`src/rtl/simt_stack_pkg.sv`:
```
package simt_stack_pkg;
  typedef enum logic [1:0] {
    OP_IDLE    = 2'd0,
    OP_ADV     = 2'd1,
    OP_UNIFORM = 2'd2,
    OP_SPLIT   = 2'd3
  } stk_op_e;
endpackage

```
`src/rtl/simt_branch_classify.sv`:
```
module simt_branch_classify
  import simt_stack_pkg::*;
#(
  parameter int THREADS = 32,
  parameter int PC_W    = 32
) (
  input  logic               br_valid,
  input  logic [THREADS-1:0] br_taken,
  input  logic [PC_W-1:0]    br_target,
  input  logic [PC_W-1:0]    br_fall,
  input  logic [PC_W-1:0]    br_reconv,
  input  logic               adv_valid,
  input  logic [PC_W-1:0]    adv_pc,
  input  logic [THREADS-1:0] top_mask,
  output stk_op_e            op,
  output logic [PC_W-1:0]    new_pc,
  output logic [THREADS-1:0] taken_mask,
  output logic [THREADS-1:0] fall_mask,
  output logic               push_fall,
  output logic               push_taken
);
  always_comb begin
    taken_mask = br_taken & top_mask;
    fall_mask  = top_mask & ~taken_mask;
    push_fall  = (br_fall != br_reconv);
    push_taken = (br_target != br_reconv);
    op         = OP_IDLE;
    new_pc     = adv_pc;
    if (br_valid) begin
      if (taken_mask == '0) begin
        op     = OP_UNIFORM;
        new_pc = br_fall;
      end else if (fall_mask == '0) begin
        op     = OP_UNIFORM;
        new_pc = br_target;
      end else begin
        op     = OP_SPLIT;
        new_pc = br_reconv;
      end
    end else if (adv_valid) begin
      op = OP_ADV;
    end
  end
endmodule

```
`src/rtl/simt_stack_store.sv`:
```
module simt_stack_store #(
  parameter int              THREADS  = 32,
  parameter int              PC_W     = 32,
  parameter int              DEPTH    = 8,
  parameter logic [PC_W-1:0] START_PC = '0,
  localparam int             SP_W     = $clog2(DEPTH),
  localparam int             NWP      = 3
) (
  input  logic                           clk,
  input  logic                           rst_n,
  input  logic [SP_W-1:0]                rd_idx,
  output logic [PC_W-1:0]                rd_rc,
  output logic [PC_W-1:0]                rd_npc,
  output logic [THREADS-1:0]             rd_mask,
  input  logic [NWP-1:0]                 we,
  input  logic [NWP-1:0][SP_W-1:0]       wa,
  input  logic [NWP-1:0][PC_W-1:0]       w_rc,
  input  logic [NWP-1:0][PC_W-1:0]       w_npc,
  input  logic [NWP-1:0][THREADS-1:0]    w_mask
);
  logic [DEPTH-1:0][PC_W-1:0]    rc_q;
  logic [DEPTH-1:0][PC_W-1:0]    npc_q;
  logic [DEPTH-1:0][THREADS-1:0] msk_q;

  for (genvar e = 0; e < DEPTH; e++) begin : g_ent
    logic               en;
    logic [PC_W-1:0]    rc_d;
    logic [PC_W-1:0]    npc_d;
    logic [THREADS-1:0] msk_d;

    always_comb begin
      en    = 1'b0;
      rc_d  = rc_q[e];
      npc_d = npc_q[e];
      msk_d = msk_q[e];
      for (int p = 0; p < NWP; p++) begin
        if (we[p] && (wa[p] == SP_W'(e))) begin
          en    = 1'b1;
          rc_d  = w_rc[p];
          npc_d = w_npc[p];
          msk_d = w_mask[p];
        end
      end
    end

    if (e == 0) begin : g_bottom
      always_ff @(posedge clk or negedge rst_n) begin
        if (!rst_n) begin
          rc_q[e]  <= '1;
          npc_q[e] <= START_PC;
          msk_q[e] <= '1;
        end else if (en) begin
          rc_q[e]  <= rc_d;
          npc_q[e] <= npc_d;
          msk_q[e] <= msk_d;
        end
      end
    end else begin : g_upper
      always_ff @(posedge clk or negedge rst_n) begin
        if (!rst_n) begin
          rc_q[e]  <= '0;
          npc_q[e] <= '0;
          msk_q[e] <= '0;
        end else if (en) begin
          rc_q[e]  <= rc_d;
          npc_q[e] <= npc_d;
          msk_q[e] <= msk_d;
        end
      end
    end
  end

  assign rd_rc   = rc_q[rd_idx];
  assign rd_npc  = npc_q[rd_idx];
  assign rd_mask = msk_q[rd_idx];
endmodule

```
`src/rtl/simt_reconv_stack.sv`:
```
module simt_reconv_stack
  import simt_stack_pkg::*;
#(
  parameter int              THREADS  = 32,
  parameter int              DEPTH    = 8,
  parameter int              PC_W     = 32,
  parameter logic [PC_W-1:0] START_PC = '0,
  localparam int             SP_W     = $clog2(DEPTH)
) (
  input  logic               clk,
  input  logic               rst_n,
  input  logic               br_valid,
  input  logic [THREADS-1:0] br_taken,
  input  logic [PC_W-1:0]    br_target,
  input  logic [PC_W-1:0]    br_fall,
  input  logic [PC_W-1:0]    br_reconv,
  input  logic               adv_valid,
  input  logic [PC_W-1:0]    adv_pc,
  output logic [PC_W-1:0]    cur_pc,
  output logic [THREADS-1:0] cur_mask,
  output logic [SP_W-1:0]    depth,
  output logic               overflow
);
  localparam int WW = SP_W + 2;
  localparam logic [WW-1:0] TOP_IDX = WW'(DEPTH - 1);

  logic [SP_W-1:0]    sp_q, sp_d;
  logic               ovf_q, ovf_d;
  logic [PC_W-1:0]    top_rc, top_npc;
  logic [THREADS-1:0] top_mask;

  stk_op_e            op;
  logic [PC_W-1:0]    new_pc;
  logic [THREADS-1:0] taken_mask, fall_mask;
  logic               push_fall, push_taken;

  logic [2:0]                we;
  logic [2:0][SP_W-1:0]      wa;
  logic [2:0][PC_W-1:0]      w_rc, w_npc;
  logic [2:0][THREADS-1:0]   w_mask;

  logic               at_bottom, merge, upd;
  logic [WW-1:0]      base_w, slot1_w, slot2_w, end_w;

  simt_branch_classify #(.THREADS(THREADS), .PC_W(PC_W)) u_cls (
    .br_valid  (br_valid),
    .br_taken  (br_taken),
    .br_target (br_target),
    .br_fall   (br_fall),
    .br_reconv (br_reconv),
    .adv_valid (adv_valid),
    .adv_pc    (adv_pc),
    .top_mask  (top_mask),
    .op        (op),
    .new_pc    (new_pc),
    .taken_mask(taken_mask),
    .fall_mask (fall_mask),
    .push_fall (push_fall),
    .push_taken(push_taken)
  );

  simt_stack_store #(
    .THREADS(THREADS), .PC_W(PC_W), .DEPTH(DEPTH), .START_PC(START_PC)
  ) u_store (
    .clk    (clk),
    .rst_n  (rst_n),
    .rd_idx (sp_q),
    .rd_rc  (top_rc),
    .rd_npc (top_npc),
    .rd_mask(top_mask),
    .we     (we),
    .wa     (wa),
    .w_rc   (w_rc),
    .w_npc  (w_npc),
    .w_mask (w_mask)
  );

  // next-state
  always_comb begin
    we        = '0;
    wa        = '0;
    w_rc      = '0;
    w_npc     = '0;
    w_mask    = '0;
    sp_d      = sp_q;
    ovf_d     = ovf_q;
    at_bottom = (sp_q == '0);
    merge     = (br_reconv == top_rc) && !at_bottom;
    base_w    = merge ? WW'(sp_q) - WW'(1) : WW'(sp_q);
    slot1_w   = base_w + WW'(1);
    slot2_w   = slot1_w + WW'(push_fall);
    end_w     = base_w + WW'(push_fall) + WW'(push_taken);
    upd       = (op != OP_IDLE);

    unique case (op)
      OP_ADV, OP_UNIFORM: begin
        if ((new_pc == top_rc) && !at_bottom) begin
          sp_d = sp_q - 1'b1;
        end else begin
          we[0]     = 1'b1;
          wa[0]     = sp_q;
          w_rc[0]   = top_rc;
          w_npc[0]  = new_pc;
          w_mask[0] = top_mask;
        end
      end
      OP_SPLIT: begin
        if (end_w > TOP_IDX) begin
          ovf_d = 1'b1;
        end else begin
          if (!merge) begin
            we[0]     = 1'b1;
            wa[0]     = sp_q;
            w_rc[0]   = top_rc;
            w_npc[0]  = br_reconv;
            w_mask[0] = top_mask;
          end
          if (push_fall) begin
            we[1]     = 1'b1;
            wa[1]     = slot1_w[SP_W-1:0];
            w_rc[1]   = br_reconv;
            w_npc[1]  = br_fall;
            w_mask[1] = fall_mask;
          end
          if (push_taken) begin
            we[2]     = 1'b1;
            wa[2]     = slot2_w[SP_W-1:0];
            w_rc[2]   = br_reconv;
            w_npc[2]  = br_target;
            w_mask[2] = taken_mask;
          end
          sp_d = end_w[SP_W-1:0];
        end
      end
      default: ;
    endcase
  end

  // registers
  always_ff @(posedge clk or negedge rst_n) begin
    if (!rst_n) begin
      sp_q  <= '0;
      ovf_q <= 1'b0;
    end else if (upd) begin
      sp_q  <= sp_d;
      ovf_q <= ovf_d;
    end
  end

  assign cur_pc   = top_npc;
  assign cur_mask = top_mask;
  assign depth    = sp_q;
  assign overflow = ovf_q;
endmodule

```
`config.mk`:
```
export PLATFORM = sky130hd
export DESIGN_NAME = simt_reconv_stack
export DESIGN_NICKNAME = d
export VERILOG_FILES = /design/src/rtl/simt_stack_pkg.sv /design/src/rtl/simt_branch_classify.sv /design/src/rtl/simt_stack_store.sv /design/src/rtl/simt_reconv_stack.sv
export SDC_FILE = /design/constraint.sdc
export NUM_CORES = 2
export LEC_CHECK = 0
export CAP_MARGIN = 20
export CELL_PAD_IN_SITES_DETAIL_PLACEMENT = 1
export CELL_PAD_IN_SITES_GLOBAL_PLACEMENT = 2
export CORE_MARGIN = 10
export CORE_UTILIZATION = 35
export CTS_CLUSTER_DIAMETER = 120
export DETAILED_ROUTE_END_ITERATION = 6
export PLACE_DENSITY_LB_ADDON = 0.1
export SLEW_MARGIN = 30
export SYNTH_ARGS = -nofsm -noshare
export SYNTH_HDL_FRONTEND = slang
export SYNTH_SLANG_ARGS = --single-unit
```
`constraint.sdc`:
```
create_clock -name clk -period 6.7 [get_ports clk]
set_input_delay 1.005 -clock clk [delete_from_list [all_inputs] [get_ports clk]]
set_output_delay 1.005 -clock clk [all_outputs]
set_load 0.05 [all_outputs]
```
# Word level (Yosys, flattened, before mapping)
# Cells that the tools add are included.
dict set report word_totals {
  wordCells 269
  input_bits 164
  regBits 772
  out_inout_bits 68
}
dict set report op_classes {
  order_cmp 2
  reduce_logical 54
  n_bitwise 3
  mux 148
  addsub 6
  n_eq_ne 30
}
# op n
set op_table {}
lappend op_table {{$mux 32} 90}
lappend op_table {{$bmux 32 s3} 3}
lappend op_table {{$mux 96} 3}
lappend op_table {{$mux 64} 3}
lappend op_table {{$pmux 32 s2} 3}
lappend op_table {{$and 32x32->32} 2}
lappend op_table {{$eq 32x32->1} 2}
lappend op_table {{$logic_not 32->1} 2}
lappend op_table {{$ne 32x32->1} 2}
lappend op_table {{$eq 3x3->1 const B} 12}
lappend op_table {{$not 32->32} 1}
lappend op_table {{$mux 1} 30}
lappend op_table {{$logic_and 1x1->1} 26}
lappend op_table {{$reduce_bool 3->1} 8}
lappend op_table {{$mux 3} 7}
lappend op_table {{$eq 3x2->1 const B} 6}
lappend op_table {{$reduce_and 2->1} 8}
lappend op_table {{$logic_not 3->1} 4}
lappend op_table {{$pmux 3 s2} 2}
lappend op_table {{$add 5x1->5} 2}
lappend op_table {{$eq 3x1->1 const B} 3}
lappend op_table {{$mux 9} 1}
lappend op_table {{$mux 2} 3}
lappend op_table {{$mux 6} 1}
lappend op_table {{other kinds (16)} 19}

# Logic depth before layout (Yosys ltp)
dict set report depth {
  ltp_word 19
  ltp_mapped 31
  mapped_depth_nobuf 20
}

# By module
# A second synthesis with hierarchy kept.
dict set report hier_totals {
  cells_unflattened 5894
  area_unflattened_um2 56210.2
}
# module area_per_inst_um2 seq_area_each_um2 instances cells_each
set modules_own_cells {}
lappend modules_own_cells {simt_stack_store 50231.9 19298.5 1 5047}
lappend modules_own_cells {simt_reconv_stack 3545.9 100.1 1 527}
lappend modules_own_cells {simt_branch_classify 2432.3 0.0 1 320}

# Worst setup path before layout
# Ideal clock, no wire load.
dict set report synth_path {
  path_kind {reg-to-reg}
  start {reg sp_q[0], in the netlist depth[0]}
  end {reg u_store.npc_q[70] in the netlist's numbering}
  path_stages_with_launch 29
  path_buffers 9
  slack_ps -164
  setup_ps 125
  t_required_ps 6575
  period_less_slack_ps 6864
  arrival_time_ps 6739
  cell_sequence {dfrtp_1 -> buf_2 -> buf_6 -> buf_6 -> buf_6 -> buf_6 -> buf_2 -> mux4_2 -> mux2i_2 -> xnor2_1 -> nor4_1 -> nand4_1 -> nor3_2 -> inv_1 -> ha_1 -> fa_1 -> inv_1 -> ha_1 -> nand4_1 -> a41o_1 -> buf_2 -> nor3_4 -> buf_2 -> nand2_2 -> nor3_4 -> nor2_1 -> o21ai_1 -> buf_2 -> mux2_2}
}
dict set report synth_between {
  elab_chain_cells 19
  elab_cells_between_ends 63
  cone_classes {add/sub (5); order compare (1); eq/ne (8); mux (34); bitwise (3); reduce/logical (12)}
}
# element line_no
set synth_rtl {}
lappend synth_rtl {{start: declaration} simt_reconv_stack.sv:27} ;# logic [SP_W-1:0] sp_q, sp_d;
lappend synth_rtl {{start signal: assignment} simt_reconv_stack.sv:145} ;# sp_q <= sp_d;
lappend synth_rtl {{parallel branches: the longest is 19 deep, another holds $add 5x1->5} n/a}
lappend synth_rtl {{end signal: indexed assignment} simt_stack_store.sv:66} ;# npc_q[e] <= npc_d;
lappend synth_rtl {{end: declaration} simt_stack_store.sv:22} ;# logic [DEPTH-1:0][PC_W-1:0] npc_q;
# Parallel ways; which one is timed is not known. The select of a mux whose other input is x is not followed.
# A chain may end at the register's enable or synchronous reset.

# Final worst setup path
dict set report layout_path {
  start {reg sp_q[0], in the netlist depth[0]}
  end {reg u_store.npc_q[46] in the netlist's numbering}
}
dict set report layout_between {
  elab_chain_cells 19
  elab_cells_between_ends 63
  cone_classes {add/sub (5); order compare (1); eq/ne (8); mux (34); bitwise (3); reduce/logical (12)}
}
# element
set layout_rtl {}
lappend layout_rtl {{parallel branches: the longest is 19 deep, another holds $add 5x1->5}}
# Parallel ways; which one is timed is not known. The select of a mux whose other input is x is not followed.

==> results.cfg <==
[floorplanning]
fp.coreArea_mm2 = 0.144
die_x_um = 401
dieArea_mm2 = 0.161
rows = 139
start_util = 0.353
fp.dieH_um = 401
ios = 232

[place]
io_buffers = 231
gp_congestion = 0.924
hpwlAfterDp_um = 192000
dpl-instance-area_mm2 = 0.0611

[finish]
final_net_count = 6559
final_util = 0.454
syn_to_final_growth_pct = 28.6
drive_gt1_frac = 0.215
final_area_mm2 = 0.0653
nFillCells = 16400

[timing]
hold_viol = 0
skew_ns = 0.0387
max_freq_mhz = 154
max-slew-margin-rel = 0.399
tns_ns = 0
post-route-min-period_ns = 6.51
slew_viol_final = 0
setup_violations = 0
worstMarginPinSlew_ns = 0.902
fin_crit_sh = 0.971

[run]
max_cap_violations = 0

[critical_path]
regToRegEndpoint = u_store.npc_q[46]
start_kind = register
cp_slowest_cell = or4_1
path_cells = buf_4 > buf_16 > mux4_2 > mux2i_2 > o32ai_1 > and4b_1 > nand4b_1 > buf_4 > nor3_4 > buf_12 > a211oi_1 > o41ai_1 > o2111ai_1 > or4_1 > nor3_4 > buf_4 > a21o_1 > buf_12 > a2bb2oi_2 > buf_4 > a21oi_1 > o22a_1
path_common_cell = buf_4
worstPathArrival_ns = 7.12
rrSetupSlack_ns = 0.19
cp_max_fo = 35
crit_type = reg -> reg
cpPeakStageDelay_ns = 0.61
critPathLaunch = depth[0]
worstReg2RegStart = depth[0]
crit_path_end = u_store.npc_q[46]
crit_required_ns = 7.31
end_kind = register
reg2reg_depth = 22

[synthesis]
postSynth.asyncResetShare = 1.00
synthFlopType = dfrtp_1
ys_warn_count = 0
synth_nets = 6073
synth_top_cell_by_area = dfrtp_1
synth.cell_area_mm2 = 0.0507
ys_types = 95
synth_edf_count = 0
synth.area.top_cells = dfrtp_1 35%, nand2_1 6.6%, mux4_2 6.4%
postSynthCellCount = 5901
synth_top_area_share = 0.349
synth-seq-cells = 772
ys_seq_area_frac = 0.382
avgSynthCellArea_um2 = 8.60

[drt]
routed_wl_um = 276000
wl_per_cell_um = 32.9
first_iter_violations = 5503
dr.pass1.iters = 5
drtAntennaViolNets = 0
routed_via_density = 6.22
drc = 0
vias = 52200

[cts]
clock_tree.root_cell = clkbuf_16
htree_levels = 3
cts_buffers = 100
cts_sinks = 772
clock_latency_ns = 0.75
clockBufferDepth = 3
cts-hold-fix-buffers = 0
cts_tree = yes
cts.clk_slew.worst_paths_ns = 0.06

[grt]
antenna_found_initial = 9
gr-usage-all-layers = 0.330
grt-ovfl-total = 0
grt_pass1_wl_um = 395000
grt_pass1_vias = 52900
grt_max_degree = 162

[power_and_ir_drop]
power_density_mw_per_mm2 = 685
vdd_drop_max_mv = 0.386
power.leakage_nw = 27.5

[run_status]
status = complete, no violations

[worst_hold_path]
hold_class = in -> async
-- cells in the mapped netlist, drive strengths merged, types with 10 or more instances --
cell type    n
a22oi       27
nor4        79
o221ai      36
a221o       48
a2bb2oi     29
a2111oi     24
a22o        26
nand4       32
nor3       218
clkbuf     428
o211ai      38
a311oi      19
o22ai       15
mux4       145
dfrtp      708
xnor2       79
o41ai       21
o22a        59
a211oi      18
nor3b       13
and2        52
o32ai       10
or3         20
nand3       71
mux2        45
a21o        68
o31ai      145
mux2i      325
and3        14
dfstp       64
a31oi      138
a21oi      420
nand2      892
xor2        73
nand2b      16
inv         76
o21ai      601
nor2       485
buf        247
-- registers in the layout, summed over array words and instances (netlist names) --
name,cells
depth,3
overflow,1
u_store.msk_q,256
u_store.npc_q,256
u_store.rc_q,256
-- power breakdown --
group,internal [mW],switching (mW)
Sequential,6.79,1.12
Clock,3.44,2.40
Combinational,11.7,19.2
-- logic make-up after synthesis --
| family | Yosys count | synth area share |
|---|---|---|
| and+or+nand+nor | 1920 | 0.165 |
| AOI/OAI and AO/OA | 1782 | 0.222 |
| buffers and inverters | 752 | 0.0628 |
| adders and majority gates | 8 | 0.00212 |
| DFF | 772 | 0.382 |
| xor gates and xnor gates | 152 | 0.0265 |
| muxes | 515 | 0.140 |
-- critical path, delay by kind of cell (launching register included) --
| family | cells | cell delay (ns) |
|---|---|---|
| AOI/OAI and AO/OA | 8 | 1.72 |
| and+or+nand+nor | 5 | 1.61 |
| buffers and inverters | 7 | 1.49 |
| muxes | 2 | 0.92 |
| DFF | 1 | 0.53 |
-- through the flow --
stage                     total power [mW]  std cells  worst slack (ns)  hold WS (ns)
after global placement                37.4       8153            -0.140         0.453
final                                 44.7       8379             0.191         0.270
after global routing                  46.9       8379           -0.0315         0.313
after detailed placement              38.0       8155            -0.156         0.460
after CTS                             44.0       8344           0.00118         0.327
after floorplan                       24.0       5901           0.00377         0.438
-- cell type report --
type	instances	area [um2]	share of cell area
Multi-Input combinational cell	4377	28700	0.440
Sequential cell	772	19400	0.297
Timing Repair Buffer	1059	10900	0.167
Clock buffer	161	3060	0.0469
Tap cell	1903	2380	0.0365
Clock inverter	28	459	0.00704
Inverter	77	292	0.00447
Antenna cell	2	5.00	0.0000767
-- metal layers --
layer	wire length [um]	vias to the layer above	GRT usage
met5	27	-	0
met4	14100	4	0.150
met3	20600	661	0.0545
met2	121000	2280	0.506
met1	120000	26900	0.453
li1	-	22300	-
-- worst min-delay path by stage --
stage                        from                  to  slack (ns)  cells past startpoint
2_1_floorplan  u_store.msk_q[121]  u_store.msk_q[121]        0.44                      2
3_3_place_gp      u_store.rc_q[4]     u_store.rc_q[4]        0.45                      2
3_5_place_dp      u_store.rc_q[4]     u_store.rc_q[4]        0.46                      2
4_1_cts                     rst_n  u_store.npc_q[176]        0.33                      1
5_1_grt                     rst_n  u_store.npc_q[176]        0.31                      1
6_report                    rst_n  u_store.npc_q[176]        0.27                      1
-- timing repair --
item	in CTS	in global routing
resized for setup	5	41
setup endpoints to repair	686	763
cloned	0	3
pin swaps	1	7
setup buffers	0	27
hold endpoints to repair	0	0
-- cell usage in the layout (no fill, tap or decap), drive strengths merged, types with 59 or more instances in the layout --
cell	Yosys	final
nand2	892	892
buf	247	826
dfrtp	708	708
o21ai	601	601
nor2	485	485
a21oi	420	420
mux2i	325	325
clkdlybuf4s50	0	230
nor3	218	218
clkbuf	428	164
mux4	145	145
o31ai	145	145
a31oi	138	138
xnor2	79	79
nor4	79	79
inv	76	78
xor2	73	73
nand3	71	71
a21o	68	68
dfstp	64	64
o22a	59	59
Power figures use the tool's default switching activity.
